## src/rtl/frs_pkg.sv

```systemverilog
package frs_pkg;

    typedef enum logic [1:0] {
        ST_RUN,
        ST_PEND,
        ST_HOLD,
        ST_RECOVER
    } frs_state_t;

    typedef enum logic {
        MODE_SHORT,
        MODE_LONG
    } frs_mode_t;

    // nanoseconds to whole clock cycles, rounded up
    function automatic int ns_to_cycles(input int ns, input int period_ns);
        return (ns + period_ns - 1) / period_ns;
    endfunction

endpackage

```

## src/rtl/frs_pin_qualifier.sv

```systemverilog
module frs_pin_qualifier #(
    parameter int MIN_CYC = 50
) (
    input  logic clk,
    input  logic rst_n,
    input  logic pin_n,
    output logic pin_q,
    output logic qual
);
    localparam int CNT_W = $clog2(MIN_CYC + 1);
    localparam logic [CNT_W-1:0] LAST = CNT_W'(MIN_CYC - 1);

    logic [CNT_W-1:0] low_cnt;

    always_ff @(posedge clk or negedge rst_n) begin
        if (!rst_n) begin
            pin_q   <= 1'b1;
            low_cnt <= '0;
        end else begin
            pin_q <= pin_n;
            if (pin_q) begin
                low_cnt <= '0;
            end else if (low_cnt != LAST) begin
                low_cnt <= low_cnt + 1'b1;
            end
        end
    end

    assign qual = !pin_q && (low_cnt == LAST);

    // qualification can only follow a low sample in the previous cycle
    AST_QUAL_AFTER_LOW: assert property (@(posedge clk) disable iff (!rst_n)
        qual |-> $past(!pin_q));

endmodule

```

## src/rtl/frs_recovery_timer.sv

```systemverilog
module frs_recovery_timer #(
    parameter int SHORT_CYC = 5,
    parameter int LONG_CYC  = 1000
) (
    input  logic clk,
    input  logic rst_n,
    input  logic run,
    input  logic mode_long,
    output logic done
);
    localparam int MAX_CYC = (LONG_CYC > SHORT_CYC) ? LONG_CYC : SHORT_CYC;
    localparam int TW      = $clog2(MAX_CYC + 1);
    localparam logic [TW-1:0] SHORT_LAST = TW'(SHORT_CYC - 1);
    localparam logic [TW-1:0] LONG_LAST  = TW'(LONG_CYC - 1);

    logic [TW-1:0] tcnt;
    logic [TW-1:0] limit;

    assign limit = mode_long ? LONG_LAST : SHORT_LAST;

    always_ff @(posedge clk or negedge rst_n) begin
        if (!rst_n) begin
            tcnt <= '0;
        end else if (!run) begin
            tcnt <= '0;
        end else begin
            tcnt <= tcnt + 1'b1;
        end
    end

    assign done = run && (tcnt == limit);

    // the counter never runs past the limit of the latched mode
    AST_TIMER_BOUND: assert property (@(posedge clk) disable iff (!rst_n)
        run |-> (tcnt <= limit));

    // a running timer only ever advances by one or restarts
    AST_TIMER_STEP: assert property (@(posedge clk) disable iff (!rst_n)
        (run && $past(run) && !$past(done)) |-> (tcnt == $past(tcnt) + 1'b1));

endmodule

```

## src/rtl/frs_seq_fsm.sv

```systemverilog
module frs_seq_fsm
    import frs_pkg::*;
(
    input  logic clk,
    input  logic rst_n,
    input  logic pin_q,
    input  logic qual,
    input  logic rec_done,
    input  logic pe_busy,
    input  logic pe_suspended,
    input  logic pe_standby,
    input  logic cmd_req,
    input  logic cmd_is_suspend,
    output logic rec_run,
    output logic mode_long,
    output logic rb_n,
    output logic rst_active,
    output logic dev_avail,
    output logic pe_abort,
    output logic cmd_grant
);
    frs_state_t state, nxt;
    frs_mode_t  mode;
    logic       eng_active;
    logic       long_now;

    assign eng_active = pe_busy && !pe_suspended && !pe_standby;
    assign long_now   = (pe_busy || pe_suspended) && !pe_standby;

    // state register and mode latch
    always_ff @(posedge clk or negedge rst_n) begin
        if (!rst_n) begin
            state <= ST_RUN;
            mode  <= MODE_SHORT;
        end else begin
            state <= nxt;
            if (state == ST_RUN && !pin_q) begin
                mode <= long_now ? MODE_LONG : MODE_SHORT;
            end
        end
    end

    always_comb begin
        nxt = state;
        unique case (state)
            ST_RUN:     if (!pin_q) nxt = ST_PEND;
            ST_PEND:    if (pin_q) nxt = ST_RUN;
                        else if (qual) nxt = ST_HOLD;
            ST_HOLD:    if (pin_q) nxt = ST_RECOVER;
            ST_RECOVER: if (!pin_q) nxt = ST_HOLD;
                        else if (rec_done) nxt = ST_RUN;
            default:    nxt = ST_RUN;
        endcase
    end

    // outputs
    always_comb begin
        rb_n       = 1'b1;
        rst_active = 1'b0;
        dev_avail  = 1'b1;
        pe_abort   = 1'b0;
        rec_run    = 1'b0;
        unique case (state)
            ST_RUN: begin
                rb_n = !eng_active;
            end
            ST_PEND: begin
                rb_n     = !eng_active;
                pe_abort = qual && !pin_q && (mode == MODE_LONG);
            end
            ST_HOLD: begin
                rst_active = 1'b1;
                dev_avail  = 1'b0;
                rb_n       = (mode != MODE_LONG);
            end
            ST_RECOVER: begin
                rst_active = 1'b1;
                dev_avail  = 1'b0;
                rb_n       = (mode != MODE_LONG);
                rec_run    = 1'b1;
            end
            default: begin
                rb_n = 1'b1;
            end
        endcase
        cmd_grant = cmd_req && dev_avail && (!eng_active || cmd_is_suspend);
    end

    assign mode_long = (mode == MODE_LONG);

    AST_ABORT_SINGLE: assert property (@(posedge clk) disable iff (!rst_n)
        pe_abort |=> !pe_abort);

    AST_ABORT_ENTERS_RESET: assert property (@(posedge clk) disable iff (!rst_n)
        pe_abort |=> (rst_active && !rb_n));

    AST_NO_GRANT_IN_RESET: assert property (@(posedge clk) disable iff (!rst_n)
        rst_active |-> !cmd_grant);

    AST_MODE_HELD: assert property (@(posedge clk) disable iff (!rst_n)
        (state != ST_RUN && $past(state != ST_RUN)) |-> $stable(mode));

    AST_RELEASE_NEEDS_PIN: assert property (@(posedge clk) disable iff (!rst_n)
        $fell(rst_active) |-> pin_q);

    AST_BUSY_RISE_ENDS: assert property (@(posedge clk) disable iff (!rst_n)
        ($rose(rb_n) && $past(rst_active)) |-> !rst_active);

endmodule

```

## src/rtl/flash_rst_rdy_seq.sv

```systemverilog
module flash_rst_rdy_seq
    import frs_pkg::*;
#(
    parameter int CLK_PERIOD_NS = 10,
    parameter int RST_MIN_NS    = 500,
    parameter int REC_SHORT_NS  = 50,
    parameter int REC_LONG_NS   = 10000
) (
    input  logic clk,
    input  logic rst_n,
    input  logic rp_n,
    input  logic pe_busy,
    input  logic pe_suspended,
    input  logic pe_standby,
    input  logic cmd_req,
    input  logic cmd_is_suspend,
    output logic rb_n,
    output logic rst_active,
    output logic dev_avail,
    output logic pe_abort,
    output logic cmd_grant
);
    localparam int RST_MIN_CYC   = ns_to_cycles(RST_MIN_NS, CLK_PERIOD_NS);
    localparam int REC_SHORT_CYC = ns_to_cycles(REC_SHORT_NS, CLK_PERIOD_NS);
    localparam int REC_LONG_CYC  = ns_to_cycles(REC_LONG_NS, CLK_PERIOD_NS);

    initial begin
        AST_PARAM_RANGE: assert (RST_MIN_CYC >= 2 && REC_SHORT_CYC >= 1
                                 && REC_LONG_CYC >= 1);
    end

    logic pin_q;
    logic qual;
    logic rec_run;
    logic rec_done;
    logic mode_long;

    frs_pin_qualifier #(
        .MIN_CYC (RST_MIN_CYC)
    ) u_qual (
        .clk   (clk),
        .rst_n (rst_n),
        .pin_n (rp_n),
        .pin_q (pin_q),
        .qual  (qual)
    );

    frs_recovery_timer #(
        .SHORT_CYC (REC_SHORT_CYC),
        .LONG_CYC  (REC_LONG_CYC)
    ) u_timer (
        .clk       (clk),
        .rst_n     (rst_n),
        .run       (rec_run),
        .mode_long (mode_long),
        .done      (rec_done)
    );

    frs_seq_fsm u_fsm (
        .clk            (clk),
        .rst_n          (rst_n),
        .pin_q          (pin_q),
        .qual           (qual),
        .rec_done       (rec_done),
        .pe_busy        (pe_busy),
        .pe_suspended   (pe_suspended),
        .pe_standby     (pe_standby),
        .cmd_req        (cmd_req),
        .cmd_is_suspend (cmd_is_suspend),
        .rec_run        (rec_run),
        .mode_long      (mode_long),
        .rb_n           (rb_n),
        .rst_active     (rst_active),
        .dev_avail      (dev_avail),
        .pe_abort       (pe_abort),
        .cmd_grant      (cmd_grant)
    );

endmodule

```

## config.mk

```make
export PLATFORM = sky130hd
export DESIGN_NAME = flash_rst_rdy_seq
export DESIGN_NICKNAME = d
export VERILOG_FILES = /design/src/rtl/frs_pkg.sv /design/src/rtl/frs_pin_qualifier.sv /design/src/rtl/frs_recovery_timer.sv /design/src/rtl/frs_seq_fsm.sv /design/src/rtl/flash_rst_rdy_seq.sv
export SDC_FILE = /design/constraint.sdc
export NUM_CORES = 1
export LEC_CHECK = 0
export ABC_AREA = 1
export ABC_CLOCK_PERIOD_IN_PS = 1750
export BUFFER_PORTS_ARGS = -buffer_cell sky130_fd_sc_hd__buf_2
export CORE_MARGIN = 2
export CORE_UTILIZATION = 59
export CTS_BUF_LIST = sky130_fd_sc_hd__clkbuf_8
export DETAILED_ROUTE_END_ITERATION = 12
export PLACE_DENSITY = 0.81
export SETUP_SLACK_MARGIN = 0.05
export SLEW_MARGIN = 20
export SYNTH_ARGS = -nofsm -noshare
export SYNTH_HDL_FRONTEND = slang
export SYNTH_SLANG_ARGS = --single-unit
export TNS_END_PERCENT = 50
```

## constraint.sdc

```tcl
create_clock -name clk -period 1.75 [get_ports clk]
set_input_delay 0.0875 -clock clk [delete_from_list [all_inputs] [get_ports clk]]
set_output_delay 0.0875 -clock clk [all_outputs]
set_load 0.03 [all_outputs]
```

==> Yosys cells after proc, flatten, opt, wreduce, memory -nomap -nowiden <==
Cells that the tools add are included.
{ "totals": {"output_inout_bits": 5, "reg_bits": 20, "in_bits": 8} }
{ "op_classes": {"n_reduce_logical": 21, "eq_ne": 10, "mux": 17, "bitwise": 1, "n_addsub": 2} }
{ "ops": {"columns": ["op", "n"], "rows": [
  ["10-bit 2-to-1 mux", 2],
  ["2-bit 2-to-1 mux", 6],
  ["6-bit 2-to-1 mux", 2],
  ["10-bit by 1-bit adder with 10-bit output (second input constant)", 1],
  ["10-bit equality test", 1],
  ["1-bit logical AND", 10],
  ["2-bit case mux with 4 select lines", 1],
  ["6-bit by 1-bit adder with 6-bit output (second input constant)", 1],
  ["6-bit equality test (second input constant)", 1],
  ["6-bit inequality test (second input constant)", 1],
  ["1-bit 2-to-1 mux", 5],
  ["2-bit equality test (second input constant)", 2],
  ["1-bit logical NOT", 4],
  ["2-bit inequality test (second input constant)", 2],
  ["4-bit AND reduction", 1],
  ["2-bit OR reduction", 2],
  ["3-bit by 2-bit inequality test with 1-bit output (second input constant)", 1],
  ["3-bit inequality test (second input constant)", 1],
  ["2-bit by 1-bit equality test with 1-bit output (second input constant)", 1],
  ["2-bit logical NOT", 1],
  ["1-bit logical OR", 2],
  ["1-bit case mux with 2 select lines", 1],
  ["2-bit nonzero test", 1],
  ["1-bit NOT", 1]
]} }

==> Longest topological paths before layout <==
Gate-level depths: netlist of the first run.
{ "depth": {"ltp_word": 6, "mapped_depth": 9} }

==> By module <==
A second synthesis of the first run with hierarchy kept.
{ "hier_totals": {"cells_unflattened": 157, "area_unflattened_um2": 1156.1} }
{ "by_module_without_submodules": {"columns": ["module", "instances", "cells_per_inst", "seq_area_each_um2", "area_each_um2"], "rows": [
  ["frs_recovery_timer", 1, 76, 250.2, 551.8],
  ["frs_pin_qualifier", 1, 42, 176.4, 374.1],
  ["frs_seq_fsm", 1, 39, 75.1, 230.2]
]} }

==> Least setup slack after synthesis of the first run <==
Ideal clock, no wire load.
{ "synth_path": {"kind": "register to output", "from": "register u_qual.low_cnt[1]", "to": "output port pe_abort", "arrival_time_ns": 1.857, "path_slack_ns": -0.195, "required_ns": 1.662, "stages_incl_launch_ff": 7, "cell_sequence": "dfrtp_1 > inv_1 > ha_1 > nand4_1 > nor2_1 > inv_1 > nor4_1"} }
{ "synth_via": {"elab_chain_len": 5} }
{ "synth_rtl": {"columns": ["element", "line", "source"], "rows": [
  ["start: declaration", "frs_pin_qualifier.sv:13", "logic [CNT_W-1:0] low_cnt;"],
  ["start signal: assignment", "frs_pin_qualifier.sv:24", "low_cnt <= low_cnt + 1'b1;"],
  ["6-bit equality test", "frs_pin_qualifier.sv:29", "assign qual = !pin_q && (low_cnt == LAST);"],
  ["1-bit logical AND", "frs_pin_qualifier.sv:29", null],
  ["1-bit logical AND (2 in series)", "frs_seq_fsm.sv:69", "pe_abort = qual && !pin_q && (mode == MODE_LONG);"],
  ["1-bit 2-to-1 mux", "frs_seq_fsm.sv:63", "unique case (state)"],
  ["end: declaration", "flash_rst_rdy_seq.sv:20", "output logic pe_abort,"]
]} }
Every way passes these cells.

==> Final worst setup path of the first run <==
Same ends and word-level chain as after synthesis.

==> results of run 1 <==
==> kinds of logic after synthesis <==
kind of cell    Yosys count  share of synthesized area [%]
buf+inv                  21                           7.84
compound gates           23                           11.4
flops                    20                           46.3
simple gates             63                           28.6
xor+xnor                  3                           2.42
fa+ha+maj                 3                           3.46
==> worst max-delay path, cell delays in order, from the launching register on <==
cell,delay [ns]
dfrtp_1,0.42
inv_2,0.08
ha_1,0.15
nand4_1,0.12
nor2_2,0.16
inv_2,0.06
nor4_2,0.13
buf_4,0.20
==> metrics by stage <==
stage / instance area, sq um / cells
final: 1270 / 176
after global routing: 1270 / 176
after CTS: 1260 / 175
after detailed placement: 1170 / 167
after global placement: 1170 / 167
after floorplan: 1090 / 133
==> how the worst max path moves through the flow <==
stage	end	cells past startpoint	slack [ns]
4_1_cts	pe_abort	7	0.08
5_1_grt	pe_abort	7	0.02
6_report	pe_abort	7	0.09
2_1_floorplan	pe_abort	6	0.15
3_5_place_dp	pe_abort	7	0.24
3_3_place_gp	pe_abort	7	0.32
==> routing by layer <==
metal	track usage [%]	up-vias
li1	-	469
met3	5.00	7
met5	0	-
met2	38.1	12
met4	11.1	0
met1	27.1	432
==> cell usage in the layout, fill, tap and decap left out, types with 3 or more instances in the layout <==
cell type and instances:
buf_4 4, nand4_1 4, inv_1 13, a21oi_1 8, buf_2 11, nor2_2 4, ha_1 3, clkbuf_8 4
nand3_1 4, nor3_1 5, nand3_2 3, nor2_1 17, dfrtp_1 19, nand2_2 4, o21ai_0 10, nand2_1 19
inv_2 4
==> registers in the layout, indices dropped and copies added, names as in the netlist, named ones only <==
signal           cells
u_fsm.state          1
u_qual.low_cnt       6
u_qual.pin_q         1
u_timer.tcnt        10
u_fsm.mode_long      1
==> layout make-up <==
type / instances / area, sq um
repair buffers: 17 / 105
fillers: 126 / 458
flip-flops and latches: 20 / 502
multi-input cells: 92 / 507
well taps: 25 / 31.3
clock buffers: 4 / 55.1
inverters: 18 / 68.8
==> where the power goes <==
group          internal (mW)  total (mW)  switching (mW)
clock                  0.200       0.352           0.152
sequential             0.493       0.539          0.0455
combinational         0.0616       0.156          0.0949
==> repair_timing <==
action / CTS / global route
buffers inserted: 2 / 1
endpoints found under the hold margin: 20 / 0
setup endpoints to repair: 1 / 1
pin swaps: 2 / 1
gates resized for setup: 2 / 2
cloned: 0 / 0
hold buffers: 2 / 0
==> results.md, run 1 <==
- Worst-skew pair later-pin latency: roughly 0.26 ns
- Setup WS pre-CTS: between 0.2 and 0.25 ns
- Ys async rst share: 100%
- Max-slew violation count: 0
- Synthesized net count: 144
- TNS Setup: 0 ns
- Num rows: 15
- Top cells by count, synth: 19 x dfrtp_1, 19 x nand2_1, 18 x nor2_1
- Post-route ant nets: 0
- Post-synth cell types: 29
- Critical path class: register to primary output
- Vias: approximately 900
- Drt via density: ~5.2
- Fin crit period: 1.66 ns
- Core ar.: 1730 sq um
- Final WS setup: around 0.086 ns
- CP Data Arrival Time: around 1.6 ns
- Mapped cell area: roughly 1100 sq um
- Share of cells above drive strength 1: 26.5%
- Final Hold Vio Count: 0
- R2R depth: 7
- Peak fanout along the critical path: 4
- Top_reg_cell synth: dfrtp_1
- Worst slew margin: roughly 71%
- Core Util, Final: roughly 73%
- R2r startpoint: u_qual.low_cnt[0]
- Hold WC Path Type: input pin to register
- Total global routing overflow: 0
- Lkg Pwr: about 0.59 nW
- RSZ-0062 raised after global routing: true
- CP startpoint kind: register
- Crit path from: u_qual.low_cnt[1]
- Power Total: about 1.0 mW
- Final period utilization: approximately 95%
- Clk_skew: ~0.0026 ns
- Initial Util: 62.8%
- TritonCTS clock tree: yes
- Metal2 WL: ~1.0 mm
- Total CTS buffers: 3
- # setup viols final: 0
- Yosys reg bits: 20
- Drt wl/cell: between 10 and 15 um
- Die ar.: ~2200 sq um
- Max Clk Rate: roughly 600 MHz
- Sequential area share after synthesis: 46.3%
- Clock Tree Root: clkbuf_8
- Area Growth Syn to Fin: 17.0%
- Peak supply drop: 0.696 mV
- Worst Path Required: 1.66 ns
- GP Congestion: 0.843
- Antenna diodes: 0
- Yosys Warn Count: 0
- Io pins: 13
- Met3 WL post-DR: 54 um
- Mean Syn Cell Area: slightly above 8 sq um
- Worst Tran Pin Value: 0.437 ns
- Clock Sinks: 20
- Number of remaining DRC errors: 0
- Final #Nets: 163
- Largest net degree at the start of global routing: 21
- Hold Path Sink: u_fsm.mode_long
- Top sig layer: met4
- Hold path depth: 4
- First-pass GRT wire length: between 3 and 4 mm
- Met1 wire length: 888 um
- Run status: completed
- Synth top area share: between 40 and 50%
- Fin Hold WS: 0.0919 ns
- Post-detail-place hpwl: ~1.5 mm
- Worst Hold Launch: pe_standby
- Power per standard cell area: slightly above 800 nW/um^2
- Vias in the first global route: about 810
- Largest area contributor in the netlist: dfrtp_1
- Cells after Synth: ~130
- H-tree depth: 1
- Chip height: roughly 47 um
- All-layer global routing usage: between 20 and 25%
- Clock-pin slew on the worst setup and hold paths: approximately 0.070 ns
- Die Wd: 46.9 um
- Max-cap check violation count: 0
- Total iterations of the first detailed-routing run: 4
- Clock Tree Buf Depth: 2
- Top cells by area, synth: dfrtp_1 44%, nand2_1 6.6%, nor2_1 6.2%
- Initial antenna violation count: 0
- Routed Wire Length: 2.04 mm
- Initial drt markers: 20
- Reg2reg setup slack: roughly 0.30 ns
- Post-synth EDFFs: 0
- I/O Buffers: 12
- Worst Setup End Kind: primary output
Power figures use the tool's default switching activity.
==> run 2, diff against run 1 <==
--- a/config.mk
+++ b/config.mk
@@ -9,10 +9,9 @@
 export ABC_CLOCK_PERIOD_IN_PS = 1750
 export BUFFER_PORTS_ARGS = -buffer_cell sky130_fd_sc_hd__buf_2
 export CORE_MARGIN = 2
-export CORE_UTILIZATION = 59
-export CTS_BUF_LIST = sky130_fd_sc_hd__clkbuf_8
+export CORE_UTILIZATION = 56
 export DETAILED_ROUTE_END_ITERATION = 12
-export PLACE_DENSITY = 0.81
+export PLACE_DENSITY = 0.77
 export SETUP_SLACK_MARGIN = 0.05
 export SLEW_MARGIN = 20
 export SYNTH_ARGS = -nofsm -noshare
==> results.md, run 2 (synthesized netlist as in run 1, its figures left out) <==
- Run status: completed
- TNS Setup: 0 ns
- CP Data Arrival Time: 1.58 ns
- Power per standard cell area: between 800 and 900 nW/um^2
- Largest regs: u_timer.tcnt x10, u_qual.low_cnt x6
- Peak fanout along the critical path: 2
- H-tree depth: 1
- Worst Path Required: 1.66 ns
- Antenna diodes: 0
- Post-detail-place hpwl: 1.50 mm
- Total iterations of the first detailed-routing run: 4
- # setup viols final: 0
- Total global routing overflow: 0
- Largest register FFs: 10
- Dpl cells: approximately 170
- Clock-pin slew on the worst setup and hold paths: approximately 0.11 ns
- Core Util, Final: 72.3%
- Crit path from: u_qual.low_cnt[1]
- All-layer global routing usage: 23.0%
- Fillers: ~130
- Drt wl/cell: 12.4 um
- Biggest register: u_timer.tcnt
- Die Wd: roughly 48 um
- Largest net degree at the start of global routing: 21
- Power Total: 1.09 mW
- GP Congestion: between 0.8 and 0.9
- Initial Util: 60.8%
- Area Growth Syn to Fin: 18.8%
- Hold WC Path Type: input pin to register
- Worst Setup End Kind: primary output
- Clock Sinks: 20
- Final instance area: about 1300 sq um
- Final Hold Vio Count: 0
- Final non-filler cell total: 179
- Clk_skew: around 0.0076 ns
- Most frequent cells in the layout: 19 x nand2_1, 19 x dfrtp_1, 17 x nor2_1, 13 x inv_1, 11 x buf_2
- Post-route ant nets: 0
- Share of cells above drive strength 1: 27.9%
- Vias: ~940
- Final WS setup: 0.0836 ns
- Drt via density: approximately 5.2
- Fin Hold WS: about 0.045 ns
- First-pass GRT wire length: 3.61 mm
- Worst-skew pair later-pin latency: 0.31 ns
- I/O Buffers: 12
- Critical path class: register to primary output
- Final #Nets: 166
- Num rows: 15
- Worst Hold Launch: pe_standby
- CP startpoint kind: register
- Initial antenna violation count: 0
- R2r startpoint: u_qual.low_cnt[1]
- RSZ-0062 raised after global routing: true
- Clock Tree Buf Depth: 2
- Core ar.: about 1800 sq um
- Die ar.: approximately 2300 sq um
- TritonCTS clock tree: yes
- Max-slew violation count: 0
- Io pins: 13
- Clock Tree Root: clkbuf_4
- Worst slew margin: ~72%
- Number of remaining DRC errors: 0
- Peak supply drop: between 0.8 and 0.9 mV
- Final period utilization: a little over nine tenths
- Setup WS pre-CTS: about 0.24 ns
- Initial drt markers: 35
- Vias in the first global route: approximately 850
- Lkg Pwr: between 0.6 and 0.7 nW
- Fin crit period: approximately 1.7 ns
- Max-cap check violation count: 0
- Worst Tran Pin Value: approximately 0.42 ns
- Chip height: about 48 um
- Placement Cell Area: ~1200 sq um
- Max Clk Rate: 600 MHz
- Total CTS buffers: 3
- Routed Wire Length: between 2 and 2.5 mm
[run 2: final timing paths]
check / to / slack, ns / depth (start not counted)
max: pe_abort / 0.08 / 7
max in group asynchronous: u_qual.pin_q / 1.19 / 2
max reg2reg: register / 0.25 / 9
min: u_fsm.mode_long / 0.04 / 4
min in group asynchronous: u_timer.tcnt[7] / 0.23 / 2
min reg2reg: u_timer.tcnt[0] / 0.53 / 1
[run 2: per-layer routing]
| metal | track usage (%) | wire length [um] | vias up |
|---|---|---|---|
| li1 | - | - | 477 |
| met1 | 30.2 | 962 | 425 |
| met2 | 37.6 | 1110 | 30 |
| met3 | 4.53 | 106 | 6 |
| met4 | 8.11 | 39 | 0 |
| met5 | 0 | 0 | - |
[run 2: critical path, cell delays in order, from the launching register on]
cell	delay [ns]
dfrtp_1	0.41
inv_2	0.06
ha_1	0.14
nand4_1	0.12
nor2_2	0.16
inv_2	0.06
nor4_2	0.13
buf_4	0.20
[run 2: cell type report]
type	instances	area, sq um	share of cell area (%)
Inverter	18	68.8	5.34
Tap cell	25	31.3	2.43
Timing Repair Buffer	20	128	9.90
Multi-Input combinational cell	92	507	39.3
Clock inverter	1	30.0	2.33
Clock buffer	3	22.5	1.75
Sequential cell	20	502	38.9
[run 2: what timing repair did]
item,in CTS,in global routing
cloned,0,0
endpoints found under the setup margin,1,1
resized for setup,3,1
pin swaps,2,1
hold buffers,2,0
setup buffers,4,2
hold endpoints to repair,20,0
[run 2: power by group]
part / switching (mW) / internal (mW) / leakage, nW
Sequential: 0.0459 / 0.493 / 0.270
Clock: 0.149 / 0.232 / 0.0279
Combinational: 0.0978 / 0.0691 / 0.303
